==> config.mk <==
export PLATFORM = sky130hd
export DESIGN_NAME = hazard_unit
export DESIGN_NICKNAME = d
export VERILOG_FILES = /design/src/rtl/hazard_pkg.sv /design/src/rtl/operand_fwd_sel.sv /design/src/rtl/load_use_detect.sv /design/src/rtl/redirect_ctrl.sv /design/src/rtl/hazard_unit.sv
export SDC_FILE = /design/constraint.sdc
export NUM_CORES = 1
export LEC_CHECK = 0
export ABC_CLOCK_PERIOD_IN_PS = 1700
export CORE_AREA = 2 2 39 41
export DETAILED_ROUTE_END_ITERATION = 10
export DIE_AREA = 0 0 41 43
export DONT_BUFFER_PORTS = 1
export PLACE_DENSITY_LB_ADDON = 0.3
export SYNTH_ARGS = -nofsm -noshare
export SYNTH_HDL_FRONTEND = slang
export SYNTH_HIERARCHICAL = 1
export SYNTH_SLANG_ARGS = --single-unit
==> constraint.sdc <==
create_clock -name vclk -period 1.7
set_input_delay 0.34 -clock vclk [all_inputs]
set_output_delay 0.34 -clock vclk [all_outputs]
set_load 0.02 [all_outputs]
==> src/rtl/hazard_pkg.sv <==
package hazard_pkg;

    typedef enum logic [1:0] {
        SRC_RF    = 2'd0,
        SRC_EXMEM = 2'd1,
        SRC_MEMWB = 2'd2
    } opnd_src_e;

    typedef struct packed {
        logic pc_hold;
        logic ifid_hold;
        logic idex_bubble;
        logic ifid_flush;
        logic idex_flush;
    } pipe_ctl_t;

endpackage

==> src/rtl/operand_fwd_sel.sv <==
module operand_fwd_sel
    import hazard_pkg::*;
#(
    parameter int RW = 3
) (
    input  logic [RW-1:0] need_reg,
    input  logic          exmem_wr,
    input  logic [RW-1:0] exmem_dst,
    input  logic          memwb_wr,
    input  logic [RW-1:0] memwb_dst,
    output opnd_src_e     sel
);

    opnd_src_e sel_d;

    always_comb begin
        sel_d = SRC_RF;
        if (memwb_wr && (memwb_dst == need_reg)) sel_d = SRC_MEMWB;
        if (exmem_wr && (exmem_dst == need_reg)) sel_d = SRC_EXMEM;
    end

    assign sel = sel_d;

    // a_r5_*: a forwarding select must be backed by a set write flag
    always_comb begin
        a_r5_exmem_needs_wr: assert (sel != SRC_EXMEM || exmem_wr)
            else $error("exec/mem forward without write flag");
        a_r5_memwb_needs_wr: assert (sel != SRC_MEMWB || memwb_wr)
            else $error("mem/wb forward without write flag");
    end

endmodule

==> src/rtl/load_use_detect.sv <==
module load_use_detect #(
    parameter int RW = 3
) (
    input  logic [RW-1:0] id_fa,
    input  logic [RW-1:0] id_fb,
    input  logic [RW-1:0] ex_dst,
    input  logic          ex_wr,
    input  logic          ex_load,
    output logic          hit
);

    logic hit_d;

    always_comb begin
        hit_d = 1'b0;
        if (ex_load && ex_wr)
            hit_d = (ex_dst == id_fa) || (ex_dst == id_fb);
    end

    assign hit = hit_d;

    always_comb begin
        a_r7_hit_needs_load: assert (!hit || ex_load)
            else $error("load-use hit without a load");
    end

endmodule

==> src/rtl/redirect_ctrl.sv <==
module redirect_ctrl
    import hazard_pkg::*;
(
    input  logic      load_hit,
    input  logic      jump_taken,
    output pipe_ctl_t ctl
);

    pipe_ctl_t ctl_d;

    always_comb begin
        ctl_d = '0;
        if (jump_taken) begin
            ctl_d.ifid_flush = 1'b1;
            ctl_d.idex_flush = 1'b1;
        end else if (load_hit) begin
            ctl_d.pc_hold     = 1'b1;
            ctl_d.ifid_hold   = 1'b1;
            ctl_d.idex_bubble = 1'b1;
        end
    end

    assign ctl = ctl_d;

    always_comb begin
        a_r9_flush_excludes_hold: assert (!(ctl.ifid_flush && ctl.pc_hold))
            else $error("hold and flush together");
        a_r8_flush_pair: assert (ctl.ifid_flush == ctl.idex_flush)
            else $error("flushes disagree");
        a_r6_stall_pair: assert (ctl.pc_hold == ctl.idex_bubble)
            else $error("hold without bubble");
    end

endmodule

==> src/rtl/hazard_unit.sv <==
module hazard_unit
    import hazard_pkg::*;
#(
    parameter int NREG = 8,
    localparam int RW  = $clog2(NREG)
) (
    input  logic [RW-1:0] id_fa,
    input  logic [RW-1:0] id_fb,
    input  logic [RW-1:0] ex_fa,
    input  logic [RW-1:0] ex_fb,
    input  logic [RW-1:0] ex_dst,
    input  logic          ex_wr,
    input  logic          ex_load,
    input  logic          ex_jump_taken,
    input  logic [RW-1:0] mem_dst,
    input  logic          mem_wr,
    input  logic [RW-1:0] wb_dst,
    input  logic          wb_wr,
    output logic [1:0]    fwd_a,
    output logic [1:0]    fwd_b,
    output logic          pc_hold,
    output logic          ifid_hold,
    output logic          idex_bubble,
    output logic          ifid_flush,
    output logic          idex_flush
);

    localparam int NOPND = 2;

    logic [RW-1:0] opnd_reg [NOPND];
    opnd_src_e     opnd_sel [NOPND];
    logic          load_hit;
    pipe_ctl_t     ctl;

    assign opnd_reg[0] = ex_fa;
    assign opnd_reg[1] = ex_fb;

    for (genvar g = 0; g < NOPND; g++) begin : g_opnd
        operand_fwd_sel #(.RW(RW)) u_sel (
            .need_reg  (opnd_reg[g]),
            .exmem_wr  (mem_wr),
            .exmem_dst (mem_dst),
            .memwb_wr  (wb_wr),
            .memwb_dst (wb_dst),
            .sel       (opnd_sel[g])
        );
    end

    load_use_detect #(.RW(RW)) u_lu (
        .id_fa   (id_fa),
        .id_fb   (id_fb),
        .ex_dst  (ex_dst),
        .ex_wr   (ex_wr),
        .ex_load (ex_load),
        .hit     (load_hit)
    );

    redirect_ctrl u_redir (
        .load_hit   (load_hit),
        .jump_taken (ex_jump_taken),
        .ctl        (ctl)
    );

    assign fwd_a       = opnd_sel[0];
    assign fwd_b       = opnd_sel[1];
    assign pc_hold     = ctl.pc_hold;
    assign ifid_hold   = ctl.ifid_hold;
    assign idex_bubble = ctl.idex_bubble;
    assign ifid_flush  = ctl.ifid_flush;
    assign idex_flush  = ctl.idex_flush;

    always_comb begin
        a_r1_sel_legal: assert (fwd_a != 2'd3 && fwd_b != 2'd3)
            else $error("illegal select code");
        a_r9_jump_wins: assert (!ex_jump_taken || (ifid_flush && !pc_hold))
            else $error("taken jump did not flush");
        a_r4_exmem_priority: assert (!(mem_wr && mem_dst == ex_fa) || fwd_a == 2'd1)
            else $error("older producer chosen for operand A");
    end

endmodule

==> reports/metrics.yaml <==
run_status: "complete, no violations"
worst-endpoint-arrival_ns: 1.12
grt_first_pass_wirelength_microns: 552
via_count: 215
clock_power_share_pct: 0
cts_repair_resize_count: 0
cts.repair_timing.setup_buffer_count: 0
critPathCaptureType: "output pin"
avgRoutedWirePerCell_microns: 10.8
vias_in_the_first_global_route: 195
finalHoldViolCount: 0
n_fill_cell: 167
largest_net_degree_at_the_start_of_global_routing: 4
die_w_microns: 41
ys_types: 9
final_period_minus_worst_setup_slack_ns: 1.46
drt_pre_antenna_iters: 1
dp.final_hpwl_microns: 485
worst-slew-pin-transition_ns: 0.382
final_layout_size_suffix_gt1_share_pct: 17.2
num_sequential: 0
grt_setup_unrepaired: "no"
die_height_microns: 43
drtIter0Drc: 0
final_area_sq_um: 258
grt.busiest_layer: "met2"
pwr-share-seq_pct: 0
final_power_uw: 63.0
grt_overflow_total: 0
fin_tns_setup_ns: 0
use_met1_pct: 2.22
power.switching_fraction_pct: 41.5
final-setup-viol-count: 0
placedInstanceArea_sq_um: 258
final-seq-area_sq_um: 0
cts_hold_buffers: 0
worst_hold_startpoint: "ex_jump_taken"
required_ns: 1.36
number_of_antenna_violations_at_the_first_check_in_global_routing: 0
p_sw_uw: 26.1
gr_util_all_layers_pct: 4.40
max-vdd-ir-drop_uv: 38.5
worst-path-max-fanout: 3
drt_drc_violations_left: 0
worst_hold_slack_ns: 0.680
num_io_pins: 35
avgViaCountPerCell: 4.78
mostFrequentLayoutCell: "sky130_fd_sc_hd__xnor2_1"
clock.fmax_ghz: 0.683
synthesis.area_sq_um: 268
worst_slew_margin_relative_to_its_limit_pct: 74.5
power_density_nw_per_um2: 244
yosysTopAreaCellShare_pct: 58.9
yosys-top-cells-area: "sky130_fd_sc_hd__xnor2_1 59%, sky130_fd_sc_hd__buf_4 11%, sky130_fd_sc_hd__and4_4 8.4%, sky130_fd_sc_hd__nor2b_4 5.1%, sky130_fd_sc_hd__nand4_1 4.7%"
part_of_the_yosys_area_used_for_sequential_elements_pct: 0
wirelength_microns: 485
die-area_sq_um: 1760
clkbuf_count: 0
hp-class: "input pin to output pin"
ant_nets: 0
synthToLayoutAreaGrowth_pct: -3.74
num-nets-final: 57
timing.setup.critical_path_class: "input pin to output pin"
synth.avg_cell_area_sq_um: 8.11
min_to: "idex_flush"
start_util_pct: 19.3
mappedNetlistNets: 59
maxSlewViolCount: 0
min_path_cells: 0
fin_cells: 45
synthesis.yosys.warnings: 6
layout_worst_path_cycle_share_pct: 86.1
pwr-share-comb_pct: 100.0
coreArea_sq_um: 1380
max_cap_viol_count: 0
gate_count_after_technology_mapping: 33
globalRouteMet2Util_pct: 11.6
power.static_leakage_uw: 0.0000618
diodes: 0
globalplace.congestion: 0.627
io_buffers: 0
layout_common_cells: "18 x sky130_fd_sc_hd__xnor2_1, 2 x sky130_fd_sc_hd__and4_4, 2 x sky130_fd_sc_hd__nand4_1, 2 x sky130_fd_sc_hd__nor2_2, 2 x sky130_fd_sc_hd__nand3_1"
cp-start-kind: "input pin"
p_int_uw: 36.9
grt.met3_usage_pct: 0
row_count: 14
placedCellCount: 45
synth_top_area_cell: "sky130_fd_sc_hd__xnor2_1"
## kinds of logic after synthesis
group,after synthesis,share of synthesized area (%)
and+or+nand+nor,10,28.0
AOI/OAI and AO/OA,1,1.87
buffers and inverters,4,11.2
xor gates and xnor gates,18,58.9
## synth_stat cells
library cell	instances
sky130_fd_sc_hd__a21oi_1	1
sky130_fd_sc_hd__and4_4	2
sky130_fd_sc_hd__buf_4	4
sky130_fd_sc_hd__nand2_1	1
sky130_fd_sc_hd__nand3_1	2
sky130_fd_sc_hd__nand4_1	2
sky130_fd_sc_hd__nor2_2	2
sky130_fd_sc_hd__nor2b_4	1
sky130_fd_sc_hd__xnor2_1	18
## per-layer routing
layer / part of all wire (%) / vias up
met2: 54 / 30
met1: 19 / 87
met5: 0 / -
met3: 27 / 0
li1: - / 98
met4: 0 / 0
## per-stage QoR
| stage | utilization (%) | setup slack, ns |
|---|---|---|
| 2_1_floorplan | - | 0.276 |
| 5_1_grt | 18.6 | 0.140 |
| 6_report | 18.6 | 0.235 |
| 3_3_place_gp | 18.6 | 0.246 |
| 3_5_place_dp | 18.6 | 0.236 |
| 4_1_cts | 18.6 | 0.230 |
## area by class of cell
class,instances,area [sq um],share of cell area [%]
tap,16,20.0,7.77
multi-input combinational,29,238,92.2
## critical path: stages
cell and delay (ns):
sky130_fd_sc_hd__xnor2_1 0.16, sky130_fd_sc_hd__nand3_1 0.09, sky130_fd_sc_hd__a21oi_1 0.15, sky130_fd_sc_hd__nor2b_4 0.39
## power groups by stage
stage / Combinational (uW) / Sequential (uW) / Clock, uW
after floorplan: 66.0 / 0 / 0
after global placement: 63.1 / 0 / 0
after detailed placement: 63.8 / 0 / 0
after CTS: 63.9 / 0 / 0
after global routing: 70.4 / 0 / 0
final: 63.0 / 0 / 0
## worst max-delay path by stage
stage | depth (start not counted) | endpoint | from | slack, ns
floorplan | 5 | ifid_hold | ex_dst[0] | 0.28
global placement | 4 | ifid_hold | ex_dst[0] | 0.25
detailed placement | 4 | ifid_hold | ex_dst[1] | 0.24
CTS | 4 | ifid_hold | ex_dst[1] | 0.23
global route | 4 | idex_bubble | id_fa[2] | 0.14
finish | 4 | ifid_hold | ex_dst[0] | 0.24
Note: power is estimated with default switching activity, not from simulation.
